<file path="config.mk">
export PLATFORM = sky130hd
export DESIGN_NAME = twcmd_slave
export DESIGN_NICKNAME = d
export VERILOG_FILES = /design/src/rtl/tw_pkg.sv /design/src/rtl/tw_line_ev.sv /design/src/rtl/tw_opdec.sv /design/src/rtl/tw_seq.sv /design/src/rtl/twcmd_slave.sv
export SDC_FILE = /design/constraint.sdc
export NUM_CORES = 1
export LEC_CHECK = 0
export ABC_AREA = 0
export BUFFER_PORTS_ARGS = -buffer_cell sky130_fd_sc_hd__clkbuf_2
export CORE_ASPECT_RATIO = 1.5
export CORE_UTILIZATION = 60
export CTS_CLUSTER_DIAMETER = 40
export DETAILED_ROUTE_END_ITERATION = 7
export PLACE_DENSITY_LB_ADDON = 0.08
export REMOVE_ABC_BUFFERS = 1
export SKIP_LAST_GASP = 1
export SLEW_MARGIN = 30
export SYNTH_ARGS = -nofsm -noshare
export SYNTH_HDL_FRONTEND = slang
export SYNTH_SLANG_ARGS = --single-unit
</file>
<file path="constraint.sdc">
create_clock -name clk -period 3.5 [get_ports clk]
set_input_delay 0.525 -clock clk [delete_from_list [all_inputs] [get_ports clk]]
set_output_delay 0.525 -clock clk [all_outputs]
set_load 0.01 [all_outputs]
</file>
<file path="src/rtl/tw_pkg.sv">
package tw_pkg;

   typedef enum logic [3:0] {
      CMD_NONE      = 4'd0,
      CMD_SET_WIPER = 4'd1,
      CMD_SET_REG   = 4'd2,
      CMD_LOAD      = 4'd3,
      CMD_SAVE      = 4'd4,
      CMD_LOAD_ALL  = 4'd5,
      CMD_SAVE_ALL  = 4'd6,
      CMD_STEP_UP   = 4'd7,
      CMD_STEP_DN   = 4'd8,
      CMD_RD_WIPER  = 4'd9,
      CMD_RD_REG    = 4'd10
   } cmd_e;

   typedef enum logic [1:0] {
      FLOW_SHORT,
      FLOW_WRITE,
      FLOW_READ,
      FLOW_STEP
   } flow_e;

   typedef struct packed {
      logic  known;
      flow_e flow;
      cmd_e  cmd;
   } op_info_t;

   function automatic logic cmd_is_nv(input cmd_e c);
      return (c == CMD_SET_REG) || (c == CMD_SAVE) || (c == CMD_SAVE_ALL);
   endfunction

endpackage

</file>
<file path="src/rtl/tw_line_ev.sv">
module tw_line_ev #(
   parameter int SYNC_STAGES = 2
) (
   input  logic clk,
   input  logic rst_n,
   input  logic scl_i,
   input  logic sda_i,
   output logic scl_o,
   output logic sda_o,
   output logic scl_rise_o,
   output logic scl_fall_o,
   output logic start_o,
   output logic stop_o
);

   logic [SYNC_STAGES-1:0] scl_sh;
   logic [SYNC_STAGES-1:0] sda_sh;
   logic                   scl_q;
   logic                   sda_q;

   generate
      if (SYNC_STAGES < 1) begin : g_bad_stages
         $error("tw_line_ev: SYNC_STAGES must be at least 1");
      end
      if (SYNC_STAGES == 1) begin : g_one
         always_ff @(posedge clk or negedge rst_n) begin
            if (!rst_n) begin
               scl_sh <= '1;
               sda_sh <= '1;
            end else begin
               scl_sh <= scl_i;
               sda_sh <= sda_i;
            end
         end
      end else begin : g_chain
         always_ff @(posedge clk or negedge rst_n) begin
            if (!rst_n) begin
               scl_sh <= '1;
               sda_sh <= '1;
            end else begin
               scl_sh <= {scl_sh[SYNC_STAGES-2:0], scl_i};
               sda_sh <= {sda_sh[SYNC_STAGES-2:0], sda_i};
            end
         end
      end
   endgenerate

   assign scl_o = scl_sh[SYNC_STAGES-1];
   assign sda_o = sda_sh[SYNC_STAGES-1];

   always_ff @(posedge clk or negedge rst_n) begin
      if (!rst_n) begin
         scl_q <= 1'b1;
         sda_q <= 1'b1;
      end else begin
         scl_q <= scl_o;
         sda_q <= sda_o;
      end
   end

   assign scl_rise_o = scl_o & ~scl_q;
   assign scl_fall_o = ~scl_o & scl_q;
   assign start_o    = scl_o & scl_q & sda_q & ~sda_o;
   assign stop_o     = scl_o & scl_q & ~sda_q & sda_o;

endmodule

</file>
<file path="src/rtl/tw_opdec.sv">
module tw_opdec
   import tw_pkg::*;
(
   input  logic [3:0] opcode_i,
   output op_info_t   info_o
);

   always_comb begin
      info_o = '{known: 1'b1, flow: FLOW_SHORT, cmd: CMD_NONE};
      unique case (opcode_i)
         4'b1001: begin info_o.flow = FLOW_READ;  info_o.cmd = CMD_RD_WIPER;  end
         4'b1011: begin info_o.flow = FLOW_READ;  info_o.cmd = CMD_RD_REG;    end
         4'b1010: begin info_o.flow = FLOW_WRITE; info_o.cmd = CMD_SET_WIPER; end
         4'b1100: begin info_o.flow = FLOW_WRITE; info_o.cmd = CMD_SET_REG;   end
         4'b1101: info_o.cmd = CMD_LOAD;
         4'b1110: info_o.cmd = CMD_SAVE;
         4'b0001: info_o.cmd = CMD_LOAD_ALL;
         4'b1000: info_o.cmd = CMD_SAVE_ALL;
         4'b0010: begin info_o.flow = FLOW_STEP;  info_o.cmd = CMD_STEP_UP;   end
         default: info_o.known = 1'b0;
      endcase
   end

endmodule

</file>
<file path="src/rtl/tw_seq.sv">
module tw_seq
   import tw_pkg::*;
#(
   parameter int         DATA_W   = 6,
   parameter logic [3:0] DEV_TYPE = 4'b0101
) (
   input  logic              clk,
   input  logic              rst_n,
   input  logic              sda_i,
   input  logic              scl_rise_i,
   input  logic              scl_fall_i,
   input  logic              start_i,
   input  logic              stop_i,
   input  logic [3:0]        dev_addr_i,
   input  logic              nv_busy_i,
   input  logic              nv_lock_i,
   input  logic [DATA_W-1:0] rd_data_i,
   input  op_info_t          info_i,
   output logic [7:0]        rx_byte_o,
   output logic              sda_oe_o,
   output logic              cmd_stb_o,
   output cmd_e              cmd_op_o,
   output logic              pot_sel_o,
   output logic [1:0]        reg_sel_o,
   output logic [DATA_W-1:0] wdata_o
);

   localparam int         BYTE_W   = 8;
   localparam int         PAD_W    = BYTE_W - DATA_W;
   localparam logic [3:0] LAST_BIT = 4'(BYTE_W);

   typedef enum logic [2:0] {
      PH_IDLE, PH_ADDR, PH_INSTR, PH_WDATA, PH_RDATA, PH_STEP, PH_HOLD
   } ph_e;

   ph_e         ph, ph_after, ph_next;
   logic [3:0]  bcnt;
   logic [7:0]  rx_sh, tx_sh;
   logic [7:0]  rd_byte;
   logic        in_ack, pend, step_arm, step_dir, accept;

   assign rx_byte_o = rx_sh;
   assign rd_byte   = {{PAD_W{1'b0}}, rd_data_i};

   always_comb begin
      accept  = 1'b0;
      ph_next = PH_IDLE;
      case (ph)
         PH_ADDR: begin
            accept  = (rx_sh[7:4] == DEV_TYPE) && (rx_sh[3:0] == dev_addr_i) && !nv_busy_i;
            ph_next = PH_INSTR;
         end
         PH_INSTR: begin
            accept = info_i.known;
            case (info_i.flow)
               FLOW_WRITE: ph_next = PH_WDATA;
               FLOW_READ:  ph_next = PH_RDATA;
               FLOW_STEP:  ph_next = PH_STEP;
               default:    ph_next = PH_HOLD;
            endcase
         end
         PH_WDATA: begin
            accept  = 1'b1;
            ph_next = PH_HOLD;
         end
         default: ;
      endcase
   end

   always_ff @(posedge clk or negedge rst_n) begin
      if (!rst_n) begin
         ph        <= PH_IDLE;
         ph_after  <= PH_IDLE;
         bcnt      <= '0;
         rx_sh     <= '0;
         tx_sh     <= '0;
         in_ack    <= 1'b0;
         pend      <= 1'b0;
         step_arm  <= 1'b0;
         step_dir  <= 1'b0;
         sda_oe_o  <= 1'b0;
         cmd_stb_o <= 1'b0;
         cmd_op_o  <= CMD_NONE;
         pot_sel_o <= 1'b0;
         reg_sel_o <= '0;
         wdata_o   <= '0;
      end else begin
         cmd_stb_o <= 1'b0;
         if (start_i) begin
            ph       <= PH_ADDR;
            bcnt     <= '0;
            in_ack   <= 1'b0;
            pend     <= 1'b0;
            step_arm <= 1'b0;
            sda_oe_o <= 1'b0;
         end else if (stop_i) begin
            if (ph == PH_HOLD && pend && !(cmd_is_nv(cmd_op_o) && nv_lock_i))
               cmd_stb_o <= 1'b1;
            ph       <= PH_IDLE;
            in_ack   <= 1'b0;
            pend     <= 1'b0;
            step_arm <= 1'b0;
            sda_oe_o <= 1'b0;
         end else begin
            case (ph)
               PH_ADDR, PH_INSTR, PH_WDATA: begin
                  if (scl_rise_i && !in_ack && bcnt != LAST_BIT) begin
                     rx_sh <= {rx_sh[6:0], sda_i};
                     bcnt  <= bcnt + 4'd1;
                  end else if (scl_fall_i && in_ack) begin
                     in_ack   <= 1'b0;
                     bcnt     <= '0;
                     ph       <= ph_after;
                     sda_oe_o <= 1'b0;
                     if (ph_after == PH_RDATA) begin
                        tx_sh    <= rd_byte;
                        sda_oe_o <= ~rd_byte[7];
                     end
                     if (ph_after == PH_HOLD)
                        pend <= 1'b1;
                  end else if (scl_fall_i && bcnt == LAST_BIT) begin
                     if (accept) begin
                        in_ack   <= 1'b1;
                        sda_oe_o <= 1'b1;
                        ph_after <= ph_next;
                        if (ph == PH_INSTR) begin
                           cmd_op_o  <= info_i.cmd;
                           reg_sel_o <= rx_sh[3:2];
                           pot_sel_o <= rx_sh[0];
                        end
                        if (ph == PH_WDATA)
                           wdata_o <= rx_sh[DATA_W-1:0];
                     end else begin
                        ph <= PH_IDLE;
                     end
                  end
               end
               PH_RDATA: begin
                  if (scl_rise_i) begin
                     bcnt <= bcnt + 4'd1;
                  end else if (scl_fall_i) begin
                     if (bcnt == LAST_BIT) begin
                        sda_oe_o <= 1'b0;
                        ph       <= PH_HOLD;
                     end else begin
                        tx_sh    <= {tx_sh[6:0], 1'b0};
                        sda_oe_o <= ~tx_sh[6];
                     end
                  end
               end
               PH_STEP: begin
                  if (scl_rise_i) begin
                     step_arm <= 1'b1;
                     step_dir <= sda_i;
                  end else if (scl_fall_i && step_arm) begin
                     step_arm  <= 1'b0;
                     cmd_stb_o <= 1'b1;
                     cmd_op_o  <= step_dir ? CMD_STEP_UP : CMD_STEP_DN;
                  end
               end
               default: ;
            endcase
         end
      end
   end

endmodule

</file>
<file path="src/rtl/twcmd_slave.sv">
module twcmd_slave
   import tw_pkg::*;
#(
   parameter int         SYNC_STAGES = 2,
   parameter int         DATA_W      = 6,
   parameter logic [3:0] DEV_TYPE    = 4'b0101
) (
   input  logic              clk,
   input  logic              rst_n,
   input  logic              scl_i,
   input  logic              sda_i,
   input  logic [3:0]        dev_addr_i,
   input  logic              nv_busy_i,
   input  logic              nv_lock_i,
   input  logic [DATA_W-1:0] rd_data_i,
   output logic              sda_oe_o,
   output logic              cmd_stb_o,
   output logic [3:0]        cmd_op_o,
   output logic              pot_sel_o,
   output logic [1:0]        reg_sel_o,
   output logic [DATA_W-1:0] wdata_o
);

   generate
      if (DATA_W < 1 || DATA_W > 6) begin : g_bad_width
         $error("twcmd_slave: DATA_W must lie in 1..6");
      end
   endgenerate

   logic     scl_s, sda_s, scl_rise, scl_fall, start_ev, stop_ev;
   logic [7:0] rx_byte;
   op_info_t op_info;
   cmd_e     cmd_op;

   tw_line_ev #(.SYNC_STAGES(SYNC_STAGES)) u_line (
      .clk        (clk),
      .rst_n      (rst_n),
      .scl_i      (scl_i),
      .sda_i      (sda_i),
      .scl_o      (scl_s),
      .sda_o      (sda_s),
      .scl_rise_o (scl_rise),
      .scl_fall_o (scl_fall),
      .start_o    (start_ev),
      .stop_o     (stop_ev)
   );

   tw_opdec u_dec (
      .opcode_i (rx_byte[7:4]),
      .info_o   (op_info)
   );

   tw_seq #(.DATA_W(DATA_W), .DEV_TYPE(DEV_TYPE)) u_seq (
      .clk        (clk),
      .rst_n      (rst_n),
      .sda_i      (sda_s),
      .scl_rise_i (scl_rise),
      .scl_fall_i (scl_fall),
      .start_i    (start_ev),
      .stop_i     (stop_ev),
      .dev_addr_i (dev_addr_i),
      .nv_busy_i  (nv_busy_i),
      .nv_lock_i  (nv_lock_i),
      .rd_data_i  (rd_data_i),
      .info_i     (op_info),
      .rx_byte_o  (rx_byte),
      .sda_oe_o   (sda_oe_o),
      .cmd_stb_o  (cmd_stb_o),
      .cmd_op_o   (cmd_op),
      .pot_sel_o  (pot_sel_o),
      .reg_sel_o  (reg_sel_o),
      .wdata_o    (wdata_o)
   );

   assign cmd_op_o = cmd_op;

endmodule

</file>
==> reports/results.txt <==
status: complete, but fails checks
failing checks: DRC
Clk Latency, worst-skew pair: 0.31 ns
final hold violation count: 0
DR iter-0 viols: 84
FF-to-FF Start: u_seq.bcnt[0]
DP Wirelength: 3930 um
Vias: 2,064
largest net degree at the start of global routing: 46
arrival time worst endpoint: 2.24 ns
Pre-antenna DRT Iters: 6
top layer in use: met4
Ports: 31
Yosys top cell area share: 39.4%
FF+latch area: 1260 sq um
Mapped Avg Cell Area: 10.6 sq um
Routed Antenna Nets: 0
gr usage total: 24.3%
initial antenna violation count: 0
peak supply drop: 0.000299 V
width of the die: 57.7 um
Layout Skew: 0.00490 ns
largest area contributor in the netlist: dfrtp_1
Crit Path Class: reg -> reg
worst hold-check path type: in -> async
final setup TNS: 0 ns
R2R depth: 6
worst slew pin tran: 0.721 ns
synth top area cells: dfrtp_1 39%, dfstp_2 5.6%, mux2_4 5.4%
Die Y: 85.6 um
pwr/cell area: 514 nW/um^2
Root Buffer: clkbuf_8
GRT overflow: 0
highest clock rate: 492 MHz
Met1 Wirelength: 2230 um
Synth top cells by count: 44 x dfrtp_1, 34 x nand2_1, 20 x nor2_1
Post-synth EDFFs: 0
layout net count: 307
synth unique cells: 65
antenna cells: 0
max-cap violations: 0
Via density: 6.11
CTS sink cnt: 50
cell area after layout: 3010 sq um
final setup vio count: 0
Lkg Pwr: 1.39 nW
fin crit share: 58.1%
worst r2r dst: u_seq.rx_byte_o[2]
post-synthesis cell count: 264
critical-path maximum fanout: 9
R2R Setup Slk: 1.47 ns
sequential fraction of the synthesis area: 45.0%
synthesized cell area: 2800 sq um
layout cells sized above 1: 28.3%
footprint of the multi-input gates: 1390 sq um
Worst slew margin: 51.7%
Area Overhead vs Synth: 7.65%
Startpoint Class: flip-flop
Fillers: 367
vias in the first global route: 2,060
Post-synth top flop: dfrtp_1
Post-CTS Setup Inserts: 0
global-route wire length before repair: 9270 um
fin. max-slew vios: 0
RePlAce Congestion: 0.835
detailed-route wire length per cell: 16.1 um
I/O Buffers: 30
starting density of the core: 62.1%
H-tree levels: 2
endpoint class of the critical path: flip-flop
share of flip-flops with an asynchronous set or reset: 100%
required time of the critical path: 3.71 ns
TritonCTS clock tree: yes
Core ar.: 4500 sq um
metal3 WL: 171 um
Post-CTS Resized: 0
RSZ-0062 raised after global routing: false
cell row count: 30
Met2 Wirelength: 2880 um
cell with the most instances after synthesis: dfrtp_1
Die Footprint: 4940 sq um
# hold bufs at CTS: 0
total CTS buffers: 5
placed instance area: 2910 sq um
routed wire length: 5440 um
Clock transition at path regs: 0.10 ns
#FFs+latches synth: 50
DRC Markers: 3
min Tclk post-route: 2.03 ns
Longest Clk Path Bufs: 2
Yosys warning total: 0
[worst max path at each step]
stage | startpoint | end | slack [ns] | cells past startpoint
2_1_floorplan | u_seq.bcnt[0] | u_seq.rx_byte_o[0] | 1.60 | 6
3_3_place_gp | u_seq.bcnt[0] | u_seq.pot_sel_o | 1.48 | 7
3_5_place_dp | u_seq.bcnt[0] | u_seq.pot_sel_o | 1.47 | 7
4_1_cts | u_seq.bcnt[0] | u_seq.pot_sel_o | 1.45 | 7
5_1_grt | u_seq.bcnt[0] | u_seq.reg_sel_o[1] | 1.34 | 7
6_report | u_seq.bcnt[0] | u_seq.rx_byte_o[2] | 1.47 | 6
[metrics by stage]
step | util (%) | worst slack [ns] | power [mW] | instances | hold slack, ns
detailed placement | 64.7 | 1.47 | 1.19 | 330 | 0.347
floorplan | - | 1.60 | 1.08 | 251 | 0.229
global route | 66.8 | 1.34 | 1.64 | 338 | 0.272
CTS | 66.8 | 1.45 | 1.55 | 338 | 0.259
finish | 66.8 | 1.47 | 1.55 | 338 | 0.231
global placement | 64.6 | 1.48 | 1.18 | 330 | 0.346
[state kept, by name, summed over array words and instances (netlist names)]
register,count
u_line.scl_q,1
u_line.sda_q,1
u_seq.cmd_op_o,4
u_seq.bcnt,4
u_seq.wdata_o,6
u_seq.pend,1
u_seq.ph_after,3
u_seq.sda_oe_o,1
u_line.sda_sh,2
u_seq.step_arm,1
u_seq.ph,3
u_seq.pot_sel_o,1
u_seq.reg_sel_o,2
u_seq.tx_sh,7
u_seq.rx_byte_o,8
u_seq.cmd_stb_o,1
u_seq.step_dir,1
u_line.scl_sh,2
u_seq.in_ack,1
[metal layers]
| metal | track usage [%] | vias to the layer above |
|---|---|---|
| met5 | 0 | - |
| met3 | 3.62 | 12 |
| met2 | 44.9 | 58 |
| li1 | - | 994 |
| met4 | 9.52 | 0 |
| met1 | 27.6 | 1000 |
[cells in the final DEF (no fill, tap or decap), types with 4 or more instances in the layout]
cell type	Yosys	routed
o211ai_1	4	4
nand3_1	8	8
xnor2_1	6	6
nor2b_1	4	4
inv_1	11	11
nor2_1	20	20
a21oi_1	9	9
mux2_1	6	6
clkbuf_8	0	5
a31oi_1	9	9
dfrtp_1	44	44
nand2_1	34	34
o21ai_1	4	4
dfstp_2	6	6
mux2_2	7	7
mux2_4	10	10
clkbuf_2	0	29
o21ai_0	6	6
[cell type report]
cell class | instances | area share (%)
Multi-Input combinational cell | 190 | 46.3
Sequential cell | 50 | 41.8
Timing Repair Buffer | 31 | 5.32
Clock buffer | 5 | 2.29
Inverter | 11 | 1.37
Tap cell | 48 | 2.00
Clock inverter | 3 | 0.873
[cells by family after synthesis]
logic type / synth area share, %
AOI/OAI and AO/OA: 15.3
xor gates and xnor gates: 2.51
adders and majority gates: 0.895
buffers and inverters: 5.10
DFF: 45.0
muxes: 11.0
and+or+nand+nor: 20.2
[critical path, stage by stage (launching register included)]
cell,delay [ns]
dfrtp_1,0.42
inv_1,0.06
ha_1,0.18
and3b_1,0.28
or3_4,0.45
nor2_8,0.21
mux2_4,0.32
[where the power goes]
part / total, mW / switching [mW] / internal (mW)
logic: 0.395 / 0.188 / 0.207
registers: 0.790 / 0.142 / 0.648
clock network: 0.361 / 0.213 / 0.147
(Power assumes the default switching activity.)
